`config.mk`:
```
export PLATFORM = sky130hd
export DESIGN_NAME = ddr_sampler
export DESIGN_NICKNAME = d
export VERILOG_FILES = /design/src/rtl/ddrcap_pkg.sv /design/src/rtl/sync_bank.sv /design/src/rtl/edge_finder.sv /design/src/rtl/capture_reg.sv /design/src/rtl/ddr_sampler.sv
export SDC_FILE = /design/constraint.sdc
export NUM_CORES = 1
export LEC_CHECK = 0
export BUFFER_PORTS_ARGS = -buffer_cell sky130_fd_sc_hd__buf_2
export CAP_MARGIN = 20
export CORE_MARGIN = 5
export CORE_UTILIZATION = 28
export CTS_BUF_LIST = sky130_fd_sc_hd__clkbuf_2 sky130_fd_sc_hd__clkbuf_4 sky130_fd_sc_hd__clkbuf_8
export DETAILED_ROUTE_END_ITERATION = 12
export PLACE_DENSITY = 0.43
export SLEW_MARGIN = 20
export SYNTH_ARGS = -nofsm -noshare
export SYNTH_HDL_FRONTEND = slang
export SYNTH_SLANG_ARGS = --single-unit
```
`constraint.sdc`:
```
create_clock -name clk -period 1.9 [get_ports clk]
set_input_delay 0.285 -clock clk [delete_from_list [all_inputs] [get_ports clk]]
set_output_delay 0.285 -clock clk [all_outputs]
set_load 0.05 [all_outputs]
```
`src/rtl/ddrcap_pkg.sv`:
```
package ddrcap_pkg;

    // Smallest ratio of core clock to external clock the block accepts.
    localparam int MIN_RATIO = 4;

    typedef enum logic {
        EDGE_FALL = 1'b0,
        EDGE_RISE = 1'b1
    } edge_pol_e;

    typedef struct packed {
        logic      seen;
        edge_pol_e pol;
    } edge_evt_t;

    // Classify a level change between the present and previous samples.
    function automatic edge_evt_t classify(input logic now_lvl, input logic old_lvl);
        edge_evt_t r;
        r.seen = now_lvl ^ old_lvl;
        r.pol  = now_lvl ? EDGE_RISE : EDGE_FALL;
        return r;
    endfunction

endpackage

```
`src/rtl/sync_bank.sv`:
```
module sync_bank #(
    parameter int W      = 9,
    parameter int STAGES = 2
) (
    input  logic         clk,
    input  logic         rst,
    input  logic [W-1:0] d,
    output logic [W-1:0] q
);
    logic [STAGES-1:0][W-1:0] pipe;

    always_ff @(posedge clk) begin
        if (rst) begin
            pipe <= '0;
        end else begin
            pipe[0] <= d;
            for (int s = 1; s < STAGES; s++) begin
                pipe[s] <= pipe[s-1];
            end
        end
    end

    assign q = pipe[STAGES-1];
endmodule

```
`src/rtl/edge_finder.sv`:
```
module edge_finder
    import ddrcap_pkg::*;
(
    input  logic      clk,
    input  logic      rst,
    input  logic      lvl,
    output edge_evt_t evt
);
    logic lvl_d;

    always_ff @(posedge clk) begin
        if (rst) lvl_d <= 1'b0;
        else     lvl_d <= lvl;
    end

    assign evt = classify(lvl, lvl_d);
endmodule

```
`src/rtl/capture_reg.sv`:
```
module capture_reg
    import ddrcap_pkg::*;
#(
    parameter int W = 8
) (
    input  logic         clk,
    input  logic         rst,
    input  edge_evt_t    evt,
    input  logic [W-1:0] word,
    output logic [W-1:0] data,
    output logic         valid,
    output logic         rise
);
    always_ff @(posedge clk) begin
        if (rst) begin
            data  <= '0;
            valid <= 1'b0;
            rise  <= 1'b0;
        end else begin
            valid <= evt.seen;
            if (evt.seen) begin
                data <= word;
                rise <= (evt.pol == EDGE_RISE);
            end
        end
    end
endmodule

```
`src/rtl/ddr_sampler.sv`:
```
module ddr_sampler
    import ddrcap_pkg::*;
#(
    parameter int DATA_W      = 8,
    parameter int SYNC_STAGES = 2
) (
    input  logic              clk,
    input  logic              rst,
    input  logic              ext_clk,
    input  logic [DATA_W-1:0] ext_data,
    output logic [DATA_W-1:0] cap_data,
    output logic              cap_valid,
    output logic              cap_rise
);
    localparam int BUS_W = DATA_W + 1;

    logic [BUS_W-1:0]  smp_bus;
    logic              smp_clk;
    logic [DATA_W-1:0] smp_data;
    edge_evt_t         evt;

    // Clock and data travel as one bus so that both are sampled on the same edge.
    sync_bank #(.W(BUS_W), .STAGES(SYNC_STAGES)) u_sync (
        .clk (clk),
        .rst (rst),
        .d   ({ext_clk, ext_data}),
        .q   (smp_bus)
    );

    assign smp_clk  = smp_bus[BUS_W-1];
    assign smp_data = smp_bus[DATA_W-1:0];

    edge_finder u_edge (
        .clk (clk),
        .rst (rst),
        .lvl (smp_clk),
        .evt (evt)
    );

    capture_reg #(.W(DATA_W)) u_cap (
        .clk   (clk),
        .rst   (rst),
        .evt   (evt),
        .word  (smp_data),
        .data  (cap_data),
        .valid (cap_valid),
        .rise  (cap_rise)
    );
endmodule

```
==> impl_summary.txt <==
----------------------------------------------------
[Min path]
  Count of cells along the worst hold path ... 2
  Hold Crit Endpoint ... u_sync.pipe[1]
  Min-Delay Startpoint ... ext_data[1]
  Hold WC Path Type ... in -> reg

[Clocking]
  Clock root cell ... sky130_fd_sc_hd__clkbuf_4
  Number of buffers created by CTS ... 5
  Post-cts sizing count ... 0
  Later-pin clock latency in the skew report ... 0.31 ns
  Total number of H-tree levels ... 2
  Number of buffers added to fix hold violations after cts ... 0
  Number of sinks driven by the clock tree ... 29
  Clock transition at the registers of the reported paths ... approximately 0.08 ns
  Maximum clock path buffer count ... 2
  CTS tree ... built
  Post-CTS Setup Inserts ... 0

[Finish]
  Post-Route Utilization ... 35.13%
  Signed area change from the synthesized netlist to the final layout ... 21.82%
  Share of post-route cells with drive strength above 1 ... 28.04%
  Number of filler instances in the final layout ... between 300 and 400
  Final net count ... 117
  Number of standard cells in the layout, taps in and fillers out ... 140
  Sequential cell area ... 580.6 um2
  Combined area of the multi-input logic cells ... 269.0 um2
  Number of inserted diodes ... 0

[Timing]
  Max-slew violation total from the final report ... 0
  Setup TNS Final ... 0 ns
  Unrepaired setup endpoints after global routing ... false
  Achievable Freq ... ~0.84 GHz
  Worst setup slack after layout ... between 0.7 and 0.8 ns
  Worst-case clock skew ... 0.003984 ns
  Part of the cycle the worst path needs ... a little over three fifths
  Count of endpoints failing setup in the final report ... 0
  Slew HR ... about two thirds
  Minimum clock period ... 1.195 ns
  Final Hold Fails ... 0
  Slew at the pin with the worst max-slew slack ... 0.5024 ns

[Yosys]
  Share of the yosys chip area belonging to registers ... 67.05%
  Synth area leader ... sky130_fd_sc_hd__dfxtp_1
  Mean area per synthesized cell ... 10.56 um2
  Post-Syn Instances ... roughly 80
  Yosys warnings ... 0
  Portion of synthesized cell area occupied by the leading cell type ... 67.05%
  Number of register bits inferred by synthesis ... 29
  Synth unique cells ... 12
  Net count after synthesis ... slightly above 90
  Cell types occupying the most area after synthesis ... sky130_fd_sc_hd__dfxtp_1 67%, sky130_fd_sc_hd__nor2b_1 14%, sky130_fd_sc_hd__nand2_1 7.4%
  Netlist Area Pre-Place ... approximately 870 um2

[Floorplan]
  Die height ... 65.61 um
  Total die area ... between 4000 and 5000 um2
  Placeable core region ... about 3000 um2
  X dimension of the die ... 65.61 um
  Initial cell density of the core ... 28.83%
  Total I/O pin count ... 21
  Row Count ... 20

[Drt]
  DRC violation total after the first TritonRoute iteration ... 9
  Routed vias ... 555
  Residual DRC count ... 0
  Via-per-instance ratio ... 3.964
  Routed wirelength normalized by instance count ... 9.671 um
  Routed WL ... 1354 um
  First drt pass iteration count ... 2
  Number of nets still failing antenna checks after routing ... 0

[Power and ir drop]
  Max IR drop VDD ... 0.0003666 V
  Power density relative to cell area ... 1025 nW/um2
  Leakage ... approximately 0.45 nW

[Global routing]
  Global route overflow ... 0
  Pin count of the biggest net entering global routing ... 30
  First-pass GRT wire length ... 2352 um
  Initial antenna violation count ... 0
  Total GRT Usage ... 7.825%
  Via count of the first global-routing pass ... 541

[Setup path]
  RR Startpoint ... u_sync.q[8]
  Sort of element at the start of the critical path ... flop
  Largest incremental delay on the critical path ... 0.33 ns
  CP delay by family, top ... flip-flops
  Biggest fanout along the worst timing path ... 2
  Setup slack of the worst register-to-register path ... 0.81 ns
  Slowest-stage cell, CP ... sky130_fd_sc_hd__dfxtp_1
  Signal arrival time at the worst endpoint ... 0.91 ns
  Reg2Reg Depth ... 3
  FF-to-FF End ... u_cap.data[0]
  Critical path cell sequence ... buf_2
  Worst setup path class ... reg -> out
  Endpoint kind of the worst setup timing path ... primary output
  Critical path required time ... 1.62 ns
  Number of buffer and inverter stages on the critical path ... 1

[Placed design]
  Placed wire-length estimate ... 899 um
  Pre-CTS WS ... 0.8109 ns
  Count of port buffers added during placement ... 20
  Number of cells after detailed placement ... 132
  Gpl congestion ... just under 0.7

[Status]
  Status ... complete, no violations

[Flow run]
  Count of maximum capacitance violations ... 0

----------------------------------------------------
-- worst max path at each step --
stage                     depth (start not counted)     startpoint       endpoint  slack (ns)
after global routing                              1  u_cap.data[1]    cap_data[1]        0.63
final                                             1  u_cap.data[7]    cap_data[7]        0.70
after global placement                            3    u_sync.q[8]  u_cap.data[1]        0.83
after floorplan                                   3    u_sync.q[8]  u_cap.data[0]        0.92
after CTS                                         1  u_cap.data[3]    cap_data[3]        0.67
after detailed placement                          3    u_sync.q[8]  u_cap.data[3]        0.81
-- layer usage --
metal	part of all wire, %	wire length (um)	GRT usage (%)
met5	0	0	0
met4	2.7	36	6.995
met3	11	149	5.470
met2	40	536	10.49
met1	47	632	7.983
-- state kept, by name, indices dropped and copies added (netlist names) --
signal / flops
u_sync.q: 9
u_cap.rise: 1
u_cap.data: 8
u_edge.lvl_d: 1
u_cap.valid: 1
u_sync.pipe: 9
-- cells in the final DEF (no fill, tap or decap) --
master,n
sky130_fd_sc_hd__xor2_2,1
sky130_fd_sc_hd__dfxtp_1,29
sky130_fd_sc_hd__nor2_1,1
sky130_fd_sc_hd__nand2_1,17
sky130_fd_sc_hd__inv_1,1
sky130_fd_sc_hd__clkbuf_4,8
sky130_fd_sc_hd__buf_2,20
sky130_fd_sc_hd__o21ai_0,1
sky130_fd_sc_hd__a21oi_1,9
sky130_fd_sc_hd__xnor2_2,1
sky130_fd_sc_hd__nor2b_1,19
-- per-stage QoR --
stage          total power [mW]  hold WS (ns)  area [um2]
3_5_place_dp             0.7204        0.4233       994.7
3_3_place_gp             0.7190        0.4243       994.7
2_1_floorplan            0.7001        0.4132       865.8
6_report                  1.081        0.1741        1055
5_1_grt                   1.151        0.1657        1055
4_1_cts                   1.110        0.1564        1055
-- kinds of logic after synthesis --
family	synth area share, %
AND/OR/NAND/NOR	21.53
flip-flops	67.05
AO/OA/AOI/OAI	5.779
buffers and inverters	1.877
XOR/XNOR	3.758
-- where the power goes --
group	internal [mW]	leakage [nW]	switching (mW)
registers	0.630	0.238	0.00774
logic	0.0249	0.170	0.0414
clock network	0.190	0.0368	0.187
total	0.845	0.445	0.236
-- final cells by class --
class                      instances  share of cell area, %
clock buffer                       8                  5.694
sequential                        29                  55.04
timing repair buffer              20                  9.490
inverter                           1                 0.3559
tap                               33                  3.915
multi-input combinational         49                  25.50
-- cells in the mapped netlist --
master	number
sky130_fd_sc_hd__nor2_1	1
sky130_fd_sc_hd__dfxtp_1	29
sky130_fd_sc_hd__xnor2_2	1
sky130_fd_sc_hd__buf_1	1
sky130_fd_sc_hd__nor2b_1	19
sky130_fd_sc_hd__xor2_2	1
sky130_fd_sc_hd__a21oi_1	9
sky130_fd_sc_hd__inv_1	1
sky130_fd_sc_hd__o21ai_0	1
sky130_fd_sc_hd__nand2_1	17
sky130_fd_sc_hd__buf_2	1
sky130_fd_sc_hd__clkbuf_1	1
Note: power is estimated with default switching activity, not from simulation.
